<file path="config.mk">
export PLATFORM = sky130hd
export DESIGN_NAME = sram_march_bist
export DESIGN_NICKNAME = d
export VERILOG_FILES = /design/src/rtl/sbist_pkg.sv /design/src/rtl/sbist_tap.sv /design/src/rtl/sbist_march.sv /design/src/rtl/sram_march_bist.sv
export SDC_FILE = /design/constraint.sdc
export NUM_CORES = 1
export LEC_CHECK = 0
export ABC_CLOCK_PERIOD_IN_PS = 4760
export BUFFER_PORTS_ARGS = -buffer_cell sky130_fd_sc_hd__clkbuf_2
export CAP_MARGIN = 20
export CORE_ASPECT_RATIO = 1.4
export CORE_UTILIZATION = 31
export CTS_BUF_LIST = sky130_fd_sc_hd__clkbuf_16
export DETAILED_ROUTE_END_ITERATION = 8
export HOLD_SLACK_MARGIN = 0.12
export MAX_ROUTING_LAYER = met4
export PLACE_DENSITY = 0.51
export SLEW_MARGIN = 20
export SYNTH_ARGS = -nofsm -noshare
export SYNTH_HDL_FRONTEND = slang
export SYNTH_SLANG_ARGS = --single-unit
export TNS_END_PERCENT = 30
</file>
<file path="constraint.sdc">
create_clock -name clk -period 4.76 [get_ports clk]
set_input_delay 0.238 -clock clk [delete_from_list [all_inputs] [get_ports clk]]
set_output_delay 0.238 -clock clk [all_outputs]
set_load 0.02 [all_outputs]
</file>
<file path="src/rtl/sbist_pkg.sv">
package sbist_pkg;

  typedef enum logic [3:0] {
    T_RESET, T_IDLE,
    T_SEL_DR, T_CAP_DR, T_SHF_DR, T_EX1_DR, T_PAU_DR, T_EX2_DR, T_UPD_DR,
    T_SEL_IR, T_CAP_IR, T_SHF_IR, T_EX1_IR, T_PAU_IR, T_EX2_IR, T_UPD_IR
  } tap_st_e;

  typedef enum logic [1:0] {E_IDLE, E_SETUP, E_ACT1, E_ACT2} eng_st_e;

  localparam logic [2:0] LAST_ELEM = 3'd5;

  function automatic tap_st_e tap_step(tap_st_e s, logic m);
    case (s)
      T_RESET:  return m ? T_RESET  : T_IDLE;
      T_IDLE:   return m ? T_SEL_DR : T_IDLE;
      T_SEL_DR: return m ? T_SEL_IR : T_CAP_DR;
      T_CAP_DR: return m ? T_EX1_DR : T_SHF_DR;
      T_SHF_DR: return m ? T_EX1_DR : T_SHF_DR;
      T_EX1_DR: return m ? T_UPD_DR : T_PAU_DR;
      T_PAU_DR: return m ? T_EX2_DR : T_PAU_DR;
      T_EX2_DR: return m ? T_UPD_DR : T_SHF_DR;
      T_UPD_DR: return m ? T_SEL_DR : T_IDLE;
      T_SEL_IR: return m ? T_RESET  : T_CAP_IR;
      T_CAP_IR: return m ? T_EX1_IR : T_SHF_IR;
      T_SHF_IR: return m ? T_EX1_IR : T_SHF_IR;
      T_EX1_IR: return m ? T_UPD_IR : T_PAU_IR;
      T_PAU_IR: return m ? T_EX2_IR : T_PAU_IR;
      T_EX2_IR: return m ? T_UPD_IR : T_SHF_IR;
      T_UPD_IR: return m ? T_SEL_DR : T_IDLE;
      default:  return T_RESET;
    endcase
  endfunction

  // march element properties
  function automatic logic elem_down(logic [2:0] e);
    return e >= 3'd3;
  endfunction

  function automatic logic elem_two_ops(logic [2:0] e);
    return (e != 3'd0) && (e != LAST_ELEM);
  endfunction

  function automatic logic op_reads(logic [2:0] e, logic opi);
    return (e == LAST_ELEM) || ((e != 3'd0) && !opi);
  endfunction

  function automatic logic op_ones(logic [2:0] e, logic opi);
    if (op_reads(e, opi)) return (e == 3'd2) || (e == 3'd4);
    return (e == 3'd1) || (e == 3'd3);
  endfunction

endpackage

</file>
<file path="src/rtl/sbist_tap.sv">
module sbist_tap
  import sbist_pkg::*;
#(
  parameter int IR_W = 4,
  parameter int ST_W = 32,
  parameter logic [IR_W-1:0] RUN_CODE = 'h5,
  parameter logic [IR_W-1:0] RES_CODE = 'h6
) (
  input  logic            clk,
  input  logic            rst_n,
  input  logic            tck,
  input  logic            tms,
  input  logic            tdi,
  output logic            tdo,
  input  logic [ST_W-1:0] status_i,
  output logic            start_o,
  output logic            abort_o
);

  logic [2:0]      tck_q;
  logic [1:0]      tms_q, tdi_q;
  tap_st_e         st_q, st_nx;
  logic [IR_W-1:0] ir_q, ir_nx, irsr_q, irsr_nx;
  logic [ST_W-1:0] dr_q, dr_nx;
  logic            byp_q, byp_nx, tdo_q, tdo_nx, start_q, start_nx;
  logic            rise, fall, sel_res;

  always_comb begin
    rise     = tck_q[1] & ~tck_q[2];
    fall     = ~tck_q[1] & tck_q[2];
    sel_res  = (ir_q == RES_CODE);
    st_nx    = rise ? tap_step(st_q, tms_q[1]) : st_q;
    ir_nx    = ir_q;
    irsr_nx  = irsr_q;
    dr_nx    = dr_q;
    byp_nx   = byp_q;
    tdo_nx   = tdo_q;
    start_nx = rise && (st_nx == T_IDLE) && (st_q != T_IDLE) && (ir_q == RUN_CODE);
    if (rise) begin
      case (st_q)
        T_CAP_IR: irsr_nx = {{(IR_W-2){1'b0}}, 2'b01};
        T_SHF_IR: irsr_nx = {tdi_q[1], irsr_q[IR_W-1:1]};
        T_CAP_DR: if (sel_res) dr_nx = status_i; else byp_nx = 1'b0;
        T_SHF_DR: if (sel_res) dr_nx = {tdi_q[1], dr_q[ST_W-1:1]}; else byp_nx = tdi_q[1];
        default: ;
      endcase
    end
    if (fall) begin
      if (st_q == T_UPD_IR) ir_nx = irsr_q;
      if (st_q == T_SHF_DR)      tdo_nx = sel_res ? dr_q[0] : byp_q;
      else if (st_q == T_SHF_IR) tdo_nx = irsr_q[0];
      else                       tdo_nx = 1'b0;
    end
    if (st_q == T_RESET) ir_nx = '1;
  end

  always_ff @(posedge clk or negedge rst_n) begin
    if (!rst_n) begin
      tck_q   <= '0;
      tms_q   <= '0;
      tdi_q   <= '0;
      st_q    <= T_RESET;
      ir_q    <= '1;
      irsr_q  <= '0;
      dr_q    <= '0;
      byp_q   <= 1'b0;
      tdo_q   <= 1'b0;
      start_q <= 1'b0;
    end else begin
      tck_q   <= {tck_q[1:0], tck};
      tms_q   <= {tms_q[0], tms};
      tdi_q   <= {tdi_q[0], tdi};
      st_q    <= st_nx;
      ir_q    <= ir_nx;
      irsr_q  <= irsr_nx;
      dr_q    <= dr_nx;
      byp_q   <= byp_nx;
      tdo_q   <= tdo_nx;
      start_q <= start_nx;
    end
  end

  assign tdo     = tdo_q;
  assign start_o = start_q;
  assign abort_o = (st_q == T_RESET);

endmodule

</file>
<file path="src/rtl/sbist_march.sv">
module sbist_march
  import sbist_pkg::*;
#(
  parameter int ADDR_W = 18,
  parameter int DATA_W = 4,
  localparam int ST_W  = 6 + ADDR_W + 2 * DATA_W
) (
  input  logic              clk,
  input  logic              rst_n,
  input  logic              start_i,
  input  logic              abort_i,
  output logic [ADDR_W-1:0] mem_addr,
  output logic [DATA_W-1:0] mem_dout,
  output logic              mem_dout_en,
  input  logic [DATA_W-1:0] mem_din,
  output logic              mem_ce_n,
  output logic              mem_we_n,
  output logic              mem_oe_n,
  output logic [ST_W-1:0]   status_o,
  output logic              busy_o
);

  localparam logic [ADDR_W-1:0] ADDR_MAX = {ADDR_W{1'b1}};

  eng_st_e           st_q, st_nx;
  logic [2:0]        elem_q, elem_nx, f_elem_q, f_elem_nx;
  logic              opi_q, opi_nx;
  logic [ADDR_W-1:0] addr_q, addr_nx, f_addr_q, f_addr_nx, end_addr;
  logic [DATA_W-1:0] f_exp_q, f_exp_nx, f_act_q, f_act_nx, exp_val;
  logic [DATA_W-1:0] dout_q, dout_nx;
  logic              busy_q, busy_nx, done_q, done_nx, fail_q, fail_nx;
  logic              ce_q, ce_nx, we_q, we_nx, oe_q, oe_nx, den_q, den_nx;
  logic              rd, ones, down, mism, act_nx;

  always_comb begin
    rd        = op_reads(elem_q, opi_q);
    ones      = op_ones(elem_q, opi_q);
    down      = elem_down(elem_q);
    exp_val   = ones ? '1 : '0;
    end_addr  = down ? '0 : ADDR_MAX;
    mism      = (mem_din != exp_val);
    st_nx     = st_q;
    elem_nx   = elem_q;
    opi_nx    = opi_q;
    addr_nx   = addr_q;
    busy_nx   = busy_q;
    done_nx   = done_q;
    fail_nx   = fail_q;
    f_elem_nx = f_elem_q;
    f_addr_nx = f_addr_q;
    f_exp_nx  = f_exp_q;
    f_act_nx  = f_act_q;
    case (st_q)
      E_IDLE: begin
        if (start_i) begin
          busy_nx   = 1'b1;
          done_nx   = 1'b0;
          fail_nx   = 1'b0;
          f_elem_nx = '0;
          f_addr_nx = '0;
          f_exp_nx  = '0;
          f_act_nx  = '0;
          elem_nx   = '0;
          opi_nx    = 1'b0;
          addr_nx   = '0;
          st_nx     = E_SETUP;
        end
      end
      E_SETUP: st_nx = E_ACT1;
      E_ACT1:  st_nx = E_ACT2;
      E_ACT2: begin
        if (rd && mism) begin
          fail_nx = 1'b1;
          if (!fail_q) begin
            f_elem_nx = elem_q;
            f_addr_nx = addr_q;
            f_exp_nx  = exp_val;
            f_act_nx  = mem_din;
          end
        end
        st_nx = E_SETUP;
        if (elem_two_ops(elem_q) && !opi_q) begin
          opi_nx = 1'b1;
        end else begin
          opi_nx = 1'b0;
          if (addr_q != end_addr) begin
            addr_nx = down ? addr_q - 1'b1 : addr_q + 1'b1;
          end else if (elem_q == LAST_ELEM) begin
            st_nx   = E_IDLE;
            busy_nx = 1'b0;
            done_nx = 1'b1;
          end else begin
            elem_nx = elem_q + 3'd1;
            addr_nx = elem_down(elem_q + 3'd1) ? ADDR_MAX : '0;
          end
        end
      end
      default: st_nx = E_IDLE;
    endcase
    if (abort_i) begin
      st_nx     = E_IDLE;
      busy_nx   = 1'b0;
      done_nx   = 1'b0;
      fail_nx   = 1'b0;
      f_elem_nx = '0;
      f_addr_nx = '0;
      f_exp_nx  = '0;
      f_act_nx  = '0;
    end
    act_nx  = (st_nx == E_ACT1) || (st_nx == E_ACT2);
    ce_nx   = ~act_nx;
    we_nx   = ~(act_nx & ~rd);
    oe_nx   = ~(act_nx & rd);
    den_nx  = act_nx & ~rd;
    dout_nx = ones ? '1 : '0;
  end

  always_ff @(posedge clk or negedge rst_n) begin
    if (!rst_n) begin
      st_q     <= E_IDLE;
      elem_q   <= '0;
      opi_q    <= 1'b0;
      addr_q   <= '0;
      busy_q   <= 1'b0;
      done_q   <= 1'b0;
      fail_q   <= 1'b0;
      f_elem_q <= '0;
      f_addr_q <= '0;
      f_exp_q  <= '0;
      f_act_q  <= '0;
      ce_q     <= 1'b1;
      we_q     <= 1'b1;
      oe_q     <= 1'b1;
      den_q    <= 1'b0;
      dout_q   <= '0;
    end else begin
      st_q     <= st_nx;
      elem_q   <= elem_nx;
      opi_q    <= opi_nx;
      addr_q   <= addr_nx;
      busy_q   <= busy_nx;
      done_q   <= done_nx;
      fail_q   <= fail_nx;
      f_elem_q <= f_elem_nx;
      f_addr_q <= f_addr_nx;
      f_exp_q  <= f_exp_nx;
      f_act_q  <= f_act_nx;
      ce_q     <= ce_nx;
      we_q     <= we_nx;
      oe_q     <= oe_nx;
      den_q    <= den_nx;
      dout_q   <= dout_nx;
    end
  end

  assign mem_addr    = addr_q;
  assign mem_dout    = dout_q;
  assign mem_dout_en = den_q;
  assign mem_ce_n    = ce_q;
  assign mem_we_n    = we_q;
  assign mem_oe_n    = oe_q;
  assign busy_o      = busy_q;
  assign status_o    = {busy_q, done_q, fail_q, f_elem_q, f_addr_q, f_exp_q, f_act_q};

endmodule

</file>
<file path="src/rtl/sram_march_bist.sv">
module sram_march_bist #(
  parameter int ADDR_W = 18,
  parameter int DATA_W = 4,
  parameter int IR_W   = 4,
  parameter logic [IR_W-1:0] RUN_CODE = 'h5,
  parameter logic [IR_W-1:0] RES_CODE = 'h6
) (
  input  logic              clk,
  input  logic              rst_n,
  input  logic              tck,
  input  logic              tms,
  input  logic              tdi,
  output logic              tdo,
  output logic [ADDR_W-1:0] mem_addr,
  output logic [DATA_W-1:0] mem_dout,
  output logic              mem_dout_en,
  input  logic [DATA_W-1:0] mem_din,
  output logic              mem_ce_n,
  output logic              mem_we_n,
  output logic              mem_oe_n
);

  localparam int ST_W = 6 + ADDR_W + 2 * DATA_W;

  logic [1:0]      rst_sync;
  logic            rst_n_s;
  logic [ST_W-1:0] status;
  logic            tap_start, tap_abort, eng_busy;

  always_ff @(posedge clk or negedge rst_n) begin
    if (!rst_n) rst_sync <= 2'b00;
    else        rst_sync <= {rst_sync[0], 1'b1};
  end
  assign rst_n_s = rst_sync[1];

  sbist_tap #(
    .IR_W(IR_W), .ST_W(ST_W), .RUN_CODE(RUN_CODE), .RES_CODE(RES_CODE)
  ) u_tap (
    .clk(clk), .rst_n(rst_n_s), .tck(tck), .tms(tms), .tdi(tdi), .tdo(tdo),
    .status_i(status), .start_o(tap_start), .abort_o(tap_abort)
  );

  sbist_march #(.ADDR_W(ADDR_W), .DATA_W(DATA_W)) u_eng (
    .clk(clk), .rst_n(rst_n_s), .start_i(tap_start), .abort_i(tap_abort),
    .mem_addr(mem_addr), .mem_dout(mem_dout), .mem_dout_en(mem_dout_en),
    .mem_din(mem_din), .mem_ce_n(mem_ce_n), .mem_we_n(mem_we_n),
    .mem_oe_n(mem_oe_n), .status_o(status), .busy_o(eng_busy)
  );

endmodule

</file>
## Word-level counts from Yosys, hierarchy flattened

Index checks and enable logic that the tools add are counted.

- Flip-flop bits (word level): 120
- Bits of input ports: 9
- Output and inout bits: 27
- Logic and storage cells: 207

- $add $sub $neg: 3
- Order comparisons: 2
- Equal/unequal tests: 47
- Mux-type cells: 84
- Bitwise operators: 10
- Reductions and logical operators: 34

Operator list:

| kind | count |
|---|---|
| $mux W18 | 10 |
| $pmux W18 S2 | 2 |
| $mux W32 | 2 |
| $mux W4 | 16 |
| $pmux W32 S2 | 1 |
| $pmux W4 S12 | 1 |
| $eq A4 B4 Y1 const B | 8 |
| $mux W3 | 9 |
| $mux W1 | 25 |
| $eq A4 B3 Y1 const B | 6 |
| $pmux W4 S2 | 3 |
| $add A18 B1 Y18 const B | 1 |
| $ne A18 B18 Y1 | 1 |
| $sub A18 B1 Y18 const B | 1 |
| $reduce_and A4 Y1 | 4 |
| $ne A3 B3 Y1 const B | 5 |
| $mux W2 | 7 |
| $pmux W3 S2 | 2 |
| $ne A2 B2 Y1 const B | 5 |
| $pmux W1 S2 | 5 |
| $reduce_and A5 Y1 | 2 |
| $reduce_bool A2 Y1 | 5 |
| $ne A3 B2 Y1 const B | 3 |
| $eq A2 B2 Y1 const B | 4 |
| other kinds (24) | 52 |

## Longest topological paths before layout

- Word-level depth: 11
- Mapped depth: 14
- Gate-level depth less buffers: 12

## By module

From an unflattened synthesis, not the netlist that was laid out.

- Cell total of the unflattened synthesis: 630
- Area, all modules: 6465.0 sq um

By module, submodules not included:

| module | times used | cells an instance | area an instance (sq um) | seq. area each (sq um) |
|---|---|---|---|---|
| sbist_march | 1 | 359 | 3602.2 | 1455.1 |
| sbist_tap | 1 | 268 | 2808.9 | 1356.3 |
| sram_march_bist | 1 | 3 | 53.8 | 50.0 |

## Least setup slack after synthesis

No wires, ideal clock.

- Path kind: register -> register
- From: register u_eng.elem_q[0]
- To: register u_eng.addr_q[15], in the netlist u_eng.mem_addr[15]
- Setup time: 0.126 ns
- Data arrival time: 3.017 ns
- Data required time: 4.634 ns
- Path slack: 1.617 ns
- Stages on the path, launching flop included: 12
- Path buffers: 0
- Clock period less this slack: 3.143 ns
- Path through: dfrtp_1 ha_1 ha_1 a211o_4 ha_1 a2111oi_2 a211oi_1 a21oi_1 o21ai_1 a21o_1 xor2_1 a221o_1

- Cells in the longest elaborated chain, start to end: 7
- Elaborated cells between the ends (all ways): 19
- Classes of those cells: add/sub: 1; order compare: 2; eq/ne: 5; mux: 7; reduce/logical: 4

RTL lines:

| element | RTL line | text |
|---|---|---|
| from (decl) | sbist_march.sv:26 | `logic [2:0] elem_q, elem_nx, f_elem_q, f_elem_nx;` |
| from (signal assigned) | sbist_march.sv:138 | `elem_q <= elem_nx;` |
| $add A3 B1 Y3 | sbist_march.sv:94 | `addr_nx = elem_down(elem_q + 3'd1) ? ADDR_MAX : '0;` |
| $ge A3 B2 Y1 | sbist_pkg.sv:37 | `return e >= 3'd3;` |
| $mux W18 | sbist_march.sv:94 |  |
| $mux W18 | sbist_march.sv:88 | `end else if (elem_q == LAST_ELEM) begin` |
| $mux W18 | sbist_march.sv:86 | `if (addr_q != end_addr) begin` |
| $mux W18 | sbist_march.sv:82 | `if (elem_two_ops(elem_q) && !opi_q) begin` |
| $pmux W18 S2 | sbist_march.sv:53 | `case (st_q)` |
| to (signal assigned) | sbist_march.sv:140 | `addr_q <= addr_nx;` |
| to (decl) | sbist_march.sv:28 | `logic [ADDR_W-1:0] addr_q, addr_nx, f_addr_q, f_addr_nx, end_addr;` |

Several ways; a longest one is shown, not always the timed one. The select of a mux whose other input is x is not followed.
A chain may end at the register's enable or synchronous reset.

## Worst setup path after layout

- From: register u_eng.elem_q[0]
- To: register u_eng.addr_q[14], in the netlist u_eng.mem_addr[14]

The elaborated chain is that of the path after synthesis.

==> flow_summary.toml <==
[yosys]
postSynthCellCount = 662
synthArstFlopShare_pct = 100
syn_area_sq_um = 6340
yosys_register_bits = 114
syn_avg_cell_area_sq_um = 9.58
synth_seq_area_share_pct = 45.1
synth-edff-count = 0
synth_cell_type_count = 70
synth_fp_nets = 695
synth_commonest_cells = "dfrtp_1, nand2_1, a21oi_1"
synth_largest_area_cell = "dfrtp_1"
yosys_warnings = 0
synthFlopType = "dfrtp_1"
synth.area.top_cells = "dfrtp_1, a21oi_1, mux2i_1"
synth_most_common_cell = "dfrtp_1"
yosysTopAreaCellShare_pct = 42.2

[clock_network]
cts_max_path_buffers = 2
insertion_delay_ns = 0.40
htreeDepth = 4
post_cts_buffers = 0
clk_pin_slew_ns = 0.06
cts_tree = "done"
root_buffer = "clkbuf_16"
clkSinkCount = 114
cts_made_buffers = 17

[floorplan]
io_pins = 36
die_w_um = 123
core_area_sq_um = 19900
die_area_sq_um = 21000
rows = 61
initial_core_util_pct = 31.8
die_h_um = 171

[final_layout]
final_cells = 941
diodes = 0
nets = 709
design_area_sq_um = 7260
drive_above_1_share_pct = 14.2
syn2layout_area_growth_pct = 14.5
fillerInstances = 2013

[placed_design]
place.gp.congestion = 0.835
postPlaceCellArea_sq_um = 6630
hpwl_um = 10500
numPortBuffers = 35
dp_slack_ns = 1.08
placed_cells = 905

[sta]
hold_viol_final = 0
fin_skew_ns = 0.00969
max_freq_ghz = 0.273
rsz0062_at_grt = "false"
tightest_slew_ns = 1.03
fin_setup_tns_ns = 0
period_needed_ns = 3.66
whs_ns = 0.141
final.setup.worst_slack_ns = 1.10
setup_viol = 0
fin_crit_sh_pct = 76.9
max-slew-margin-rel_pct = 31.5
slew_violations = 0

[power]
ir_drop_uv = 233
powerDensity_nw_per_um2 = 419
leakagePower_nw = 3.16

[worst_hold_path]
min_from = "mem_din[3]"
hold_depth = 3
hp-class = "input pin to flip-flop"
min_to = "u_eng.f_act_q[3]$_DFFE_PN0P_"

[setup_path]
rrSetupSlack_ns = 1.10
crit_fanout = 19
reg2regPathDepth = 10
startpoint_type = "flip-flop"
critPathLaunch = "u_eng.elem_q[0]$_DFFE_PN0P_"
timing.rr.start = "u_eng.elem_q[0]$_DFFE_PN0P_"
end_kind = "flip-flop"
path_class = "flip-flop to flip-flop"
r2r-end = "u_eng.mem_addr[14]$_DFFE_PN0P_"
cp_data_required_time_ns = 5.10
worst_ep_arrival_time_ns = 4.00

[grt]
overflow = 0
grt_usage_pct = 15.5
grt_pass1_vias = 4990
grt_pass1_wl_um = 25100
grt_max_degree = 75
antenna_found_initial = 0

[route]
via_per_inst = 5.29
wl_per_cell_um = 15.6
drt_iter0_markers = 216
drc = 0
ant_nets = 0
num_vias = 4982
firstDrtPassIters = 4
wl_um = 14700

[job]
maxCapViolCount = 0

[outcome]
status = "finished clean"
==> power by group <==
part	switching [W]	internal, W	total (W)
Combinational	0.000424	0.000218	0.000641
Clock	0.000450	0.000816	0.00127
Sequential	0.000108	0.00103	0.00114
==> critical path, stage by stage, from the launching register on <==
cell and delay, ns:
dfrtp_1 0.46, ha_1 0.24, ha_1 0.22, a211o_4 0.43, ha_1 0.52, nand4_1 0.17
nor2_1 0.25, nand4_4 0.32, o31ai_4 0.69, a21oi_1 0.16, nand3_1 0.11
==> metal layers <==
| metal | share of wire (%) | wire length, um | vias up | global-route usage, % |
|---|---|---|---|---|
| li1 | - | - | 2463 | - |
| met1 | 45 | 6640 | 2422 | 19.0 |
| met2 | 51 | 7470 | 75 | 25.8 |
| met3 | 2.1 | 302 | 22 | 1.82 |
| met4 | 1.9 | 280 | 0 | 6.42 |
| met5 | 0 | 0 | - | - |
==> cells by family after synthesis <==
| kind of cell | synth area share, % |
|---|---|
| muxes | 5.45 |
| buffers and inverters | 5.47 |
| other | 0.0591 |
| AOI/OAI and AO/OA | 22.6 |
| and+or+nand+nor | 15.4 |
| xor gates and xnor gates | 1.11 |
| adders and majority gates | 4.86 |
| DFF | 45.1 |
==> stage by stage <==
step | power [W] | util (%)
after detailed placement | 0.00179 | 33.3
after global routing | 0.00321 | 36.4
after floorplan | 0.00166 | -
after CTS | 0.00308 | 36.4
after global placement | 0.00178 | 33.3
final | 0.00304 | 36.4
==> state kept, by name, indices dropped and copies added, names as in the netlist, 2 cells and up <==
register and count:
u_tap.tdi_q 2, u_tap.tms_q 2, u_eng.f_act_q 4, u_eng.f_addr_q 18
rst_sync 2, u_eng.elem_q 3, u_eng.f_elem_q 3, u_eng.mem_addr 18
u_tap.ir_q 4, u_tap.st_q 4, u_eng.st_q 2, u_tap.tck_q 3
u_tap.irsr_q 4, u_tap.dr_q 32
==> placed cells by master (no fill, tap or decap), types with 5 or more instances in the layout <==
master	instances
nor2_1	20
nand3_1	11
nand4_1	32
o21ai_0	58
a21o_1	8
o22ai_1	5
nor2b_1	9
clkbuf_2	35
nor3_1	10
nand2_1	75
clkbuf_16	17
a22o_1	13
dfstp_2	7
inv_1	24
mux2i_1	30
dfrtp_1	106
a21oi_1	61
ha_1	23
xor2_1	6
o31ai_1	25
==> layout make-up <==
class                   instances  area (sq um)  share of cell area [%]
clock buffers                  17           425                    5.86
well taps                     252           315                    4.34
repair buffers                 43           245                    3.38
clock inverters                15           166                    2.29
flip-flops and latches        114          2870                    39.5
inverters                      26          97.6                    1.34
multi-input cells             474          3140                    43.3
==> repair_timing <==
action	in CTS	in global routing
hold buffers	4	0
hold endpoints to repair	5	0
gates resized for setup	0	0
==> worst max-delay path by stage <==
stage	to	slack, ns	cells after the start
6_report	u_eng.mem_addr[14]$_DFFE_PN0P_	1.10	10
5_1_grt	u_eng.mem_addr[14]$_DFFE_PN0P_	0.85	11
4_1_cts	u_eng.mem_addr[14]$_DFFE_PN0P_	1.05	10
3_5_place_dp	u_eng.mem_addr[14]$_DFFE_PN0P_	1.08	11
3_3_place_gp	u_eng.mem_addr[14]$_DFFE_PN0P_	1.20	10
2_1_floorplan	u_eng.busy_o$_DFFE_PN0P_	1.36	0
Note: power is estimated with default switching activity, not from simulation.
